==> src/rtl/mdio_pkg.sv <==
// Package: frame layout constants and the frame builder shared by the
// MDIO management master. Assumes the standard 64-bit management frame.
package mdio_pkg;

    localparam int FRAME_BITS  = 64;
    localparam int PHY_AW      = 5;
    localparam int REG_AW      = 5;
    localparam int DATA_W      = 16;
    localparam int IDX_W       = $clog2(FRAME_BITS);
    // first bit the master releases in a read (turnaround)
    localparam int RELEASE_BIT = 46;
    // first data bit returned by the PHY
    localparam int RX_FIRST    = 48;

    typedef enum logic [1:0] {
        OPC_WRITE = 2'b01,
        OPC_READ  = 2'b10
    } mdio_opc_e;

    // Assemble a frame, first bit to send at the top.
    function automatic logic [FRAME_BITS-1:0] build_frame(
        input logic              is_rd,
        input logic [PHY_AW-1:0] phy,
        input logic [REG_AW-1:0] regn,
        input logic [DATA_W-1:0] wdat
    );
        mdio_opc_e  opc;
        logic [1:0] ta;
        opc = is_rd ? OPC_READ : OPC_WRITE;
        ta  = is_rd ? 2'b11 : 2'b10;
        return {32'hFFFF_FFFF, 2'b01, opc, phy, regn, ta,
                (is_rd ? {DATA_W{1'b1}} : wdat)};
    endfunction

endpackage

==> src/rtl/mdio_clk_div.sv <==
// MDC generator: while run is high, toggles mdc every HALF system cycles,
// starting low. Flags the cycle of each rising and falling edge.
// Assumes HALF >= 1. Holds mdc low and the count cleared while run is low.
module mdio_clk_div #(
    parameter int HALF = 20
) (
    input  logic clk,
    input  logic rst_n,
    input  logic run,
    output logic mdc,
    output logic rise_evt,
    output logic fall_evt
);
    localparam int CW = (HALF > 1) ? $clog2(HALF) : 1;

    logic [CW-1:0] cnt;
    logic          wrap;

    assign wrap     = run && (cnt == CW'(HALF - 1));
    assign rise_evt = wrap && !mdc;
    assign fall_evt = wrap && mdc;

    // Half-period counter and MDC toggle.
    always_ff @(posedge clk) begin
        if (!rst_n || !run) begin
            cnt <= '0;
            mdc <= 1'b0;
        end else if (wrap) begin
            cnt <= '0;
            mdc <= ~mdc;
        end else begin
            cnt <= cnt + 1'b1;
        end
    end
endmodule

==> src/rtl/mdio_frame_engine.sv <==
// Frame engine: shifts a loaded frame out MSB first, one bit per MDC
// period, advancing on MDC falls. Gathers read data on MDC rises.
// Assumes load and fall_evt are never asserted together.
module mdio_frame_engine
    import mdio_pkg::*;
(
    input  logic                  clk,
    input  logic                  rst_n,
    input  logic                  load,
    input  logic [FRAME_BITS-1:0] frame,
    input  logic                  active,
    input  logic                  is_rd,
    input  logic                  rise_evt,
    input  logic                  fall_evt,
    input  logic                  mdio_i,
    output logic                  mdio_o,
    output logic                  mdio_oe,
    output logic                  last_bit,
    output logic [DATA_W-1:0]     rx_word
);
    logic [FRAME_BITS-1:0] sh;
    logic [IDX_W-1:0]      idx;

    assign mdio_o   = sh[FRAME_BITS-1];
    assign last_bit = (idx == IDX_W'(FRAME_BITS - 1));
    assign mdio_oe  = active && !(is_rd && (idx >= IDX_W'(RELEASE_BIT)));

    // Transmit shifter and bit index.
    always_ff @(posedge clk) begin
        if (!rst_n) begin
            sh  <= '0;
            idx <= '0;
        end else if (load) begin
            sh  <= frame;
            idx <= '0;
        end else if (fall_evt) begin
            sh  <= {sh[FRAME_BITS-2:0], 1'b0};
            idx <= idx + 1'b1;
        end
    end

    // Receive shifter for the PHY's data bits.
    always_ff @(posedge clk) begin
        if (!rst_n) begin
            rx_word <= '0;
        end else if (rise_evt && is_rd && (idx >= IDX_W'(RX_FIRST))) begin
            rx_word <= {rx_word[DATA_W-2:0], mdio_i};
        end
    end
endmodule

==> src/rtl/mdio_mgmt_master.sv <==
// MDIO management master top: accepts one transaction at a time, runs
// MDC while busy and pulses done after the 64th bit period.
// Assumes CLK_DIV is even and >= 2. Starts while busy are dropped.
module mdio_mgmt_master
    import mdio_pkg::*;
#(
    parameter int CLK_DIV = 40
) (
    input  logic              clk,
    input  logic              rst_n,
    input  logic              start,
    input  logic              rd_sel,
    input  logic [PHY_AW-1:0] phy_addr,
    input  logic [REG_AW-1:0] reg_addr,
    input  logic [DATA_W-1:0] wr_data,
    output logic [DATA_W-1:0] rd_data,
    output logic              busy,
    output logic              done,
    output logic              mdc,
    output logic              mdio_o,
    output logic              mdio_oe,
    input  logic              mdio_i
);
    localparam int HALF = CLK_DIV / 2;

    logic accept;
    logic is_rd;
    logic rise_evt;
    logic fall_evt;
    logic last_bit;

    assign accept = start && !busy;

    // Transaction control: busy, direction latch and done pulse.
    always_ff @(posedge clk) begin
        if (!rst_n) begin
            busy  <= 1'b0;
            is_rd <= 1'b0;
            done  <= 1'b0;
        end else begin
            done <= 1'b0;
            if (accept) begin
                busy  <= 1'b1;
                is_rd <= rd_sel;
            end else if (fall_evt && last_bit) begin
                busy <= 1'b0;
                done <= 1'b1;
            end
        end
    end

    mdio_clk_div #(.HALF(HALF)) u_div (
        .clk      (clk),
        .rst_n    (rst_n),
        .run      (busy),
        .mdc      (mdc),
        .rise_evt (rise_evt),
        .fall_evt (fall_evt)
    );

    mdio_frame_engine u_eng (
        .clk      (clk),
        .rst_n    (rst_n),
        .load     (accept),
        .frame    (build_frame(rd_sel, phy_addr, reg_addr, wr_data)),
        .active   (busy),
        .is_rd    (is_rd),
        .rise_evt (rise_evt),
        .fall_evt (fall_evt),
        .mdio_i   (mdio_i),
        .mdio_o   (mdio_o),
        .mdio_oe  (mdio_oe),
        .last_bit (last_bit),
        .rx_word  (rd_data)
    );
endmodule

==> config.mk <==
export PLATFORM = sky130hd
export DESIGN_NAME = mdio_mgmt_master
export DESIGN_NICKNAME = d
export VERILOG_FILES = /design/src/rtl/mdio_pkg.sv /design/src/rtl/mdio_clk_div.sv /design/src/rtl/mdio_frame_engine.sv /design/src/rtl/mdio_mgmt_master.sv
export SDC_FILE = /design/constraint.sdc
export NUM_CORES = 1
export LEC_CHECK = 0
export ABC_AREA = 0
export BUFFER_PORTS_ARGS = -buffer_cell sky130_fd_sc_hd__buf_2
export CAP_MARGIN = 25
export CORE_AREA = 2 2 97 99
export CTS_CLUSTER_SIZE = 10
export DETAILED_ROUTE_END_ITERATION = 6
export DIE_AREA = 0 0 99 101
export PLACE_DENSITY = 0.65
export SKIP_LAST_GASP = 1
export SYNTH_ARGS = -nofsm -noshare
export SYNTH_HDL_FRONTEND = slang
export SYNTH_SLANG_ARGS = --single-unit
==> constraint.sdc <==
create_clock -name clk -period 3.2 [get_ports clk]
set_clock_uncertainty 0.05 [all_clocks]
set_input_delay 0 -clock clk [delete_from_list [all_inputs] [get_ports clk]]
set_output_delay 0 -clock clk [all_outputs]
set_load 0.01 [all_outputs]
# Word level (Yosys, flattened, before mapping)
# Index checks and enable logic that the tools add are counted.
# W data, S select, Z words.
[totals]
reg_bits = 95
in_bits = 31
output_inout_bits = 21
elab_cells = 43
[classes]
n_addsub = 2
order_cmp = 2
n_eq_ne = 2
muxes = 8
bitwise_logic = 2
n_reduce_logical = 18
[ops]
columns = ["cell", "count"]
rows = [
  ["$mux W64", 2],
  ["$mux W16", 1],
  ["$ge A6 B6 Y1 const B", 2],
  ["$logic_and A1 B1 Y1", 9],
  ["$add A6 B1 Y6 const B", 1],
  ["$eq A6 B6 Y1 const B", 1],
  ["$add A5 B1 Y5 const B", 1],
  ["$eq A5 B5 Y1 const B", 1],
  ["$logic_not A1 Y1", 4],
  ["$mux W1", 4],
  ["$reduce_bool A2 Y1", 2],
  ["$reduce_or A2 Y1", 2],
  ["$mux W2", 1],
  ["$not A1 Y1", 2],
  ["$logic_or A1 B1 Y1", 1],
]

# Logic depth before layout (Yosys ltp)
# Gate-level depths: netlist of the first run.
[depth]
depth_word = 6
mapped_depth = 6
mapped_depth_nobuf = 5

# By module
# A second synthesis of the first run with hierarchy kept.
[unflattened]
cells_unflattened = 447
area_unflattened_um2 = 4372.9
[modules_own_cells]
columns = ["mod", "n_inst", "cells_each", "area_per_inst_um2", "seq_area_each_um2"]
rows = [
  ["mdio_frame_engine", 1, 391, 3887.5, 1721.7],
  ["mdio_clk_div", 1, 25, 254.0, 120.1],
  ["mdio_mgmt_master", 1, 31, 231.5, 60.1],
]

# Worst setup path after synthesis of the first run
# No wires, ideal clock.
[synth_path]
path_kind = "flip-flop to flip-flop"
startpoint = "reg u_div.cnt[0]"
endpoint = "reg u_eng.sh[24]"
setup_ns = 0.119
t_arrival_ns = 1.423
required_ns = 3.031
path_slack_ns = 1.608
path_stages_with_launch = 7
n_path_buf = 2
synth_period_minus_slack_ns = 1.592
cell_sequence = "dfxtp_1 ha_1 and4bb_1 buf_4 nand2_2 buf_2 o221a_2"
[synth_via]
elab_chain_len = 4
[synth_rtl]
columns = ["item", "line", "rtl"]
rows = [
  ["start: declaration", "mdio_clk_div.sv:16", "logic [CW-1:0] cnt;"],
  ["start signal: assignment", "mdio_clk_div.sv:32", "cnt <= cnt + 1'b1;"],
  ["$eq A5 B5 Y1", "mdio_clk_div.sv:19", "assign wrap = run && (cnt == CW'(HALF - 1));"],
  ["$logic_and A1 B1 Y1", "mdio_clk_div.sv:19", ""],
  ["$logic_and A1 B1 Y1", "mdio_clk_div.sv:21", "assign fall_evt = wrap && mdc;"],
  ["$reduce_bool A2 Y1 (no source line)", "-", ""],
  ["end signal: assignment", "mdio_frame_engine.sv:34", "sh <= frame;"],
  ["end signal: assignment", "mdio_frame_engine.sv:37", "sh <= {sh[FRAME_BITS-2:0], 1'b0};"],
  ["end: declaration", "mdio_frame_engine.sv:21", "logic [FRAME_BITS-1:0] sh;"],
]
# Every way passes these cells.
# A chain may end at the register's enable or synchronous reset.

# Worst setup path in the final report of the first run
[layout_path]
startpoint = "reg busy"
endpoint = "reg u_eng.sh[22]"
[layout_via]
elab_chain_len = 3
elab_cells_between_ends = 6
cone_classes = "mux (1); reduce/logical (5)"
[layout_rtl]
columns = ["item", "line", "rtl"]
rows = [
  ["start: declaration", "mdio_mgmt_master.sv:17", "output logic busy,"],
  ["start signal: assignment", "mdio_mgmt_master.sv:37", "busy <= 1'b0;"],
  ["start signal: assignment", "mdio_mgmt_master.sv:43", "busy <= 1'b1;"],
  ["start signal: assignment", "mdio_mgmt_master.sv:46", "busy <= 1'b0;"],
  ["$logic_not A1 Y1 or $logic_and A1 B1 Y1 (tied branches)", "mdio_mgmt_master.sv:32, mdio_clk_div.sv:19", ""],
  ["$logic_and A1 B1 Y1, on equally long branches", "mdio_mgmt_master.sv:32, mdio_clk_div.sv:21", ""],
  ["$mux W64 or $reduce_bool A2 Y1 (tied branches)", "-", ""],
]
# Several ways; a longest one is shown, not always the timed one.

==> results by group, run 1 <==
Run status
  – Status: finished, final reports clean

STA
  – Final Hold Vio Count: 0
  – Least-Margin Pin Slew: 0.624 ns
  – Max Freq: 481 MHz
  – Worst rel slew slack: 0.583
  – Fin Setup TNS: 0 ns
  – Fin crit share: 0.650
  – Fin crit period: 2.08 ns
  – Final setup viols: 0
  – Slew Limit Fails: 0
  – Unrepaired setup endpoints after global routing: no
  – Final worst slack: 1.12 ns

Place
  – Dpl ws: 1.15 ns
  – HPWL Detailed: 5520 um
  – GP Congestion: 0.799
  – I/O Buffers: 51
  – Inst Count DP: 561

Setup path
  – Top Family by Delay on Critical Path: flip-flops
  – Buf/Inv on CP: 1
  – Critical path cell sequence: and2_1, buf_4, nand2_2, o221a_2
  – Crit-path max cell delay: 0.61 ns
  – Critical path's slowest cell: dfxtp_1
  – Crit-path max FO: 52
  – R2R Path End: u_eng.sh[22]
  – Worst setup EP type: flip-flop
  – CP arrival: 2.29 ns
  – Worst R2R Setup Slack: 1.12 ns
  – Worst endpoint required time: 3.41 ns
  – Worst Reg-to-Reg Cells: 4
  – Crit path kind: flip-flop to flip-flop
  – RR Startpoint: busy
  – Critical Path Start Type: flip-flop

CTS
  – Clock Latency Late Sink: 0.36 ns
  – Setup bufs post-CTS: 0
  – Post-CTS sizing: 0
  – Total CTS buffers: 9
  – Clk slew on worst S/H paths: 0.09 ns
  – Clock buffer depth: 2
  – CTS sink count: 95
  – CTS root buf: clkbuf_8
  – CTS H-tree lvls: 3
  – TritonCTS clock tree: done

Synthesis
  – Post-synth top area share: 0.481
  – Synth top cells by count: dfxtp_1 (95), a21oi_1 (47), nand3_1 (47)
  – Synth Net Count: 471
  – Cell taking the most area after synthesis: dfxtp_1
  – Top cells by area, synth: dfxtp_1 (48%), a21oi_1 (6.0%), nand3_1 (6.0%)
  – Seq/Total Area, Yosys: 0.481
  – Post-synth top flop: dfxtp_1
  – Mapped Cells: 437
  – Most frequent cell after synthesis: dfxtp_1
  – Mapped cell area: 3950 um2
  – EDFF count, synth: 0
  – Syn avg cell area: 9.04 um2
  – Post-synth ARST share: 0
  – Ys Warns: 0
  – Synth cell types: 37
  – Synth Register Bits: 95

Min path
  – HP Class: input port to flip-flop
  – Cells on Worst Hold Path: 3
  – Hold Startpoint: wr_data[5]
  – Hold endpoint: u_eng.sh[5]

Global route
  – Initial antenna violation count: 0
  – Aggregate global-route resource usage: 0.189
  – First-pass GRT wire length: 15600 um
  – Grt total ovfl: 0
  – Vias in the first global route: 3279
  – Pin count of the biggest net entering global routing: 57

Drt
  – Via/cell ratio: 5.75
  – Drt pass-1 iters: 4
  – Detail Route Antenna Nets: 0
  – DR WL/cell: 15.0 um
  – Residual DRC: 0
  – DR iter-0 viols: 205
  – DR vias: 3487
  – Routed WL: 9070 um

Layout
  – Final Non-Filler Cells: 606
  – Final nets: 524
  – Number of antenna repair diodes: 0
  – Fraction of layout cells with a size suffix above 1: 0.186
  – Layout Area Growth over Synthesis: 18.0%
  – Filler cell count: 808

Floorplanning
  – Starting Density: 0.440
  – Die area: 10000 um2
  – Cell row count: 35
  – Die Y: 101 um
  – Core area: 8980 um2
  – Ports: 52
  – Die X: 99 um

Flow run
  – Max-cap violations: 0

Pwr
  – Seq pwr share: 0.575
  – Combinational power share: 0.093
  – PwrDens: 478 nW/um2
  – Switching portion of total power: 0.254
  – Switch Pwr: 567 uW
  – Clock power share: 0.332
  – Leak Pwr: 1.79 nW
  – P_int: 1.66 mW
  – IR drop worst, VDD: 262 uV
## layer usage
layer / routed length [um] / GRT usage / vias to the layer above / part of all wire
li1: - / - / 1731 / -
met1: 4260 / 0.259 / 1666 / 0.47
met2: 4270 / 0.299 / 77 / 0.47
met3: 379 / 0.0472 / 13 / 0.042
met4: 155 / 0.0474 / 0 / 0.017
met5: 0 / 0 / - / 0
## sequential cells by signal, indices dropped and copies added, names as in the netlist
| register | count |
|---|---|
| is_rd | 1 |
| u_div.cnt | 5 |
| done | 1 |
| u_div.mdc | 1 |
| busy | 1 |
| u_eng.idx | 6 |
| u_eng.rx_word | 16 |
| u_eng.sh | 64 |
## kinds of logic (layout without fill, tap and decap cells)
| kind of cell | after synthesis | count (layout) | synth area share |
|---|---|---|---|
| compound gates | 161 | 161 | 0.253 |
| simple gates | 106 | 106 | 0.144 |
| mux | 17 | 17 | 0.0431 |
| fa+ha+maj | 3 | 3 | 0.00950 |
| flops | 95 | 95 | 0.481 |
| xor+xnor | 3 | 3 | 0.00665 |
| buf+inv | 52 | 110 | 0.0624 |
## power groups by stage
stage	combinational, mW	clock [mW]	sequential [mW]
after floorplan	0.133	0	1.30
after global placement	0.174	0	1.31
after detailed placement	0.179	0	1.31
after CTS	0.208	0.747	1.28
after global routing	0.231	0.807	1.29
final	0.207	0.740	1.28
## area by class of cell
class,count,area (um2),area share
clock inverters,6,43.8,0.00939
well taps,111,139,0.0298
inverters,5,18.8,0.00402
flip-flops and latches,95,1900,0.408
repair buffers,89,613,0.131
multi-input cells,290,1810,0.388
clock buffers,10,138,0.0295
## repair_timing
item	CTS	global route
hold endpoints to repair	31	0
hold buffers	29	0
setup endpoints to repair	0	0
## through the flow
stage | total power, mW | area (um2) | hold WS (ns) | utilization
after global placement | 1.48 | 4190 | 0.196 | 0.467
after global routing | 2.33 | 4660 | 0.0349 | 0.520
final | 2.23 | 4660 | 0.0212 | 0.520
after detailed placement | 1.49 | 4190 | 0.205 | 0.467
after floorplan | 1.43 | 3950 | 0.0860 | -
after CTS | 2.24 | 4660 | 0.00498 | 0.520
## layout by cell type (no fill, tap or decap), types with 9 or more instances in the layout
cell type      Yosys  final
dfxtp_1           95     95
buf_2             20     51
nand3_1           47     47
a21oi_1           47     47
o22ai_1           33     33
o21ai_0           31     31
dlygate4sd3_1      0     29
nand2_1           23     23
mux2i_1           17     17
a211oi_1          14     14
nor2_1            11     11
a31oi_1           10     10
o221a_2           10     10
clkbuf_8           0     10
o21a_1             9      9
buf_4              3      9
## worst max path at each step
| stage | end | from | depth (start not counted) |
|---|---|---|---|
| floorplan | u_eng.sh[24] | u_div.cnt[0] | 6 |
| global placement | u_eng.sh[25] | busy | 4 |
| detailed placement | u_eng.sh[23] | busy | 4 |
| CTS | u_eng.sh[5] | u_div.cnt[0] | 5 |
| global route | u_eng.sh[28] | busy | 4 |
| finish | u_eng.sh[22] | busy | 4 |
## worst reg2reg max path: stages (launching register included)
cell     delay [ns]
dfxtp_1        0.61
and2_1         0.19
buf_4          0.43
nand2_2        0.34
o221a_2        0.35
Power figures use the tool's default switching activity.
==> run 2, diff against run 1 <==
- ABC_AREA: 0 -> 1
- CORE_AREA: 2 2 97 99 -> 2 2 95 97
- DIE_AREA: 0 0 99 101 -> 0 0 97 99
- clock period: 3.2 -> 2.1 ns (I/O delays scaled with it)
==> results by group, run 2 <==
Setup path
  – CP arrival: 1.85 ns
  – Critical Path Start Type: flip-flop
  – Worst setup EP type: flip-flop
  – Crit path kind: flip-flop to flip-flop
  – Worst Reg-to-Reg Cells: 7
  – Crit-path max FO: 8
  – Worst endpoint required time: 2.29 ns

Place
  – Inst Count DP: 638
  – HPWL Detailed: 4970 um
  – Area after DPL: 4110 um2
  – GP Congestion: 0.793
  – Dpl ws: 0.434 ns
  – I/O Buffers: 51

Drt
  – Via/cell ratio: 4.93
  – DR vias: 3360
  – Drt pass-1 iters: 4
  – Residual DRC: 0
  – Routed WL: 7990 um
  – Detail Route Antenna Nets: 0
  – DR WL/cell: 11.7 um
  – DR iter-0 viols: 130

CTS
  – Clock buffer depth: 2
  – CTS H-tree lvls: 3
  – CTS root buf: clkbuf_8
  – Clk slew on worst S/H paths: 0.08 ns
  – TritonCTS clock tree: done
  – CTS sink count: 95
  – Post-CTS sizing: 0
  – Clock Latency Late Sink: 0.35 ns
  – Setup bufs post-CTS: 0
  – Total CTS buffers: 9

Layout
  – Final nets: 602
  – Biggest regs: u_eng.sh (64), u_eng.rx_word (16), u_eng.idx (6)
  – Number of flip-flops in the largest register: 64
  – Final Non-Filler Cells: 681
  – Design area: 4590 um2
  – Most common cell after layout, fill and taps aside: nor2_1
  – Final cell utilization of the core: 0.537
  – Fraction of layout cells with a size suffix above 1: 0.159
  – Biggest register: u_eng.sh
  – Most frequent cells in the layout: nor2_1 (126), dfxtp_1 (95), nand2_1 (54)
  – Number of antenna repair diodes: 0
  – Layout Area Growth over Synthesis: 21.9%

Pwr
  – Total Power: 3.62 mW
  – Leak Pwr: 2.03 nW
  – IR drop worst, VDD: 378 uV
  – PwrDens: 787 nW/um2

Floorplanning
  – Cell row count: 34
  – Starting Density: 0.441
  – Die Y: 99 um
  – Die area: 9600 um2
  – Die X: 97 um
  – Core area: 8550 um2
  – Ports: 52

Synthesis
  – Synth top cells by count: nor2_1 (126), dfxtp_1 (95), nand2_1 (54)
  – EDFF count, synth: 0
  – Seq/Total Area, Yosys: 0.505
  – Post-synth top flop: dfxtp_1
  – Synth Register Bits: 95
  – Syn avg cell area: 7.55 um2
  – Synth cell types: 28
  – Mapped cell area: 3770 um2
  – Post-synth ARST share: 0
  – Cell taking the most area after synthesis: dfxtp_1
  – Post-synth top area share: 0.505
  – Synth Net Count: 533
  – Ys Warns: 0
  – Top cells by area, synth: dfxtp_1 (50%), nor2_1 (13%), o21ai_1 (6.2%)
  – Most frequent cell after synthesis: nor2_1
  – Mapped Cells: 499

STA
  – Final setup viols: 0
  – Fin crit share: 0.791
  – Max Freq: 602 MHz
  – Worst hold margin: 0.0412 ns
  – Unrepaired setup endpoints after global routing: no
  – Worst rel slew slack: 0.678
  – Final worst slack: 0.438 ns
  – Least-Margin Pin Slew: 0.480 ns
  – Fin crit period: 1.66 ns
  – Fin Setup TNS: 0 ns
  – Slew Limit Fails: 0
  – Final Hold Vio Count: 0

Min path
  – HP Class: input port to flip-flop
  – Cells on Worst Hold Path: 7

Flow run
  – Max-cap violations: 0

Global route
  – First-pass GRT wire length: 13900 um
  – Vias in the first global route: 3205
  – Grt total ovfl: 0
  – Initial antenna violation count: 0
  – Pin count of the biggest net entering global routing: 73
  – Aggregate global-route resource usage: 0.173

Run status
  – Status: finished, final reports clean
-- run 2: cell count changes after synthesis, sizes merged, moves of 18 or more --
cell   before  now
nand3      48    9
nor2       11  130
nor3        0   27
o21ai      31   65
a21oi      47   29
o22ai      33   11
nand2      25   57
-- run 2: final timing paths --
path | startpoint | to | slack, ns
max | u_div.cnt[0] | u_eng.sh[17] | 0.44
max reg2reg | u_div.cnt[0] | u_eng.sh[17] | 0.44
min reg2reg | u_div.cnt[0] | u_div.cnt[0] | 0.41
min | reg_addr[0] | u_eng.sh[18] | 0.04
-- run 2: logic make-up after synthesis --
kind of cell,count (synthesis),share of synthesized area
AND/OR/NAND/NOR,232,0.263
AO/OA/AOI/OAI,106,0.145
flip-flops,95,0.505
buffers and inverters,57,0.0634
XOR/XNOR,6,0.0139
adder cells (fa/ha/maj),3,0.00996
-- run 2: final cells by class --
| cell class | count | area, um2 |
|---|---|---|
| clock buffer | 12 | 155 |
| clock inverter | 4 | 53.8 |
| fill | 822 | 3960 |
| inverter | 29 | 109 |
| multi-input combinational | 347 | 1630 |
| sequential | 95 | 1900 |
| tap | 108 | 135 |
| timing repair buffer | 86 | 611 |
-- run 2: power by group --
group	switching, mW	leakage [nW]	total [mW]	internal, mW
clock network	0.619	0.0988	1.24	0.619
registers	0.0594	0.782	1.98	1.92
logic	0.220	1.15	0.398	0.178
-- run 2: metal layers --
metal	routed length, um	GRT usage	part of all wire	up-vias
met4	159	0.0834	0.020	0
met3	299	0.0348	0.037	15
met2	3890	0.306	0.49	56
li1	-	-	-	1761
met1	3640	0.201	0.46	1528
met5	0	0	0	-
-- run 2: what timing repair did --
action                                  in CTS  in global routing
hold endpoints to repair                    28                  0
hold buffers                                27                  0
endpoints found under the setup margin       0                  0
-- run 2: critical path, cell delays in order, from the launching register on --
cell     delay [ns]
dfxtp_1        0.36
ha_1           0.30
nand3_1        0.17
nor2_2         0.28
buf_4          0.21
nand2_1        0.05
nand3_1        0.07
nand2_1        0.05
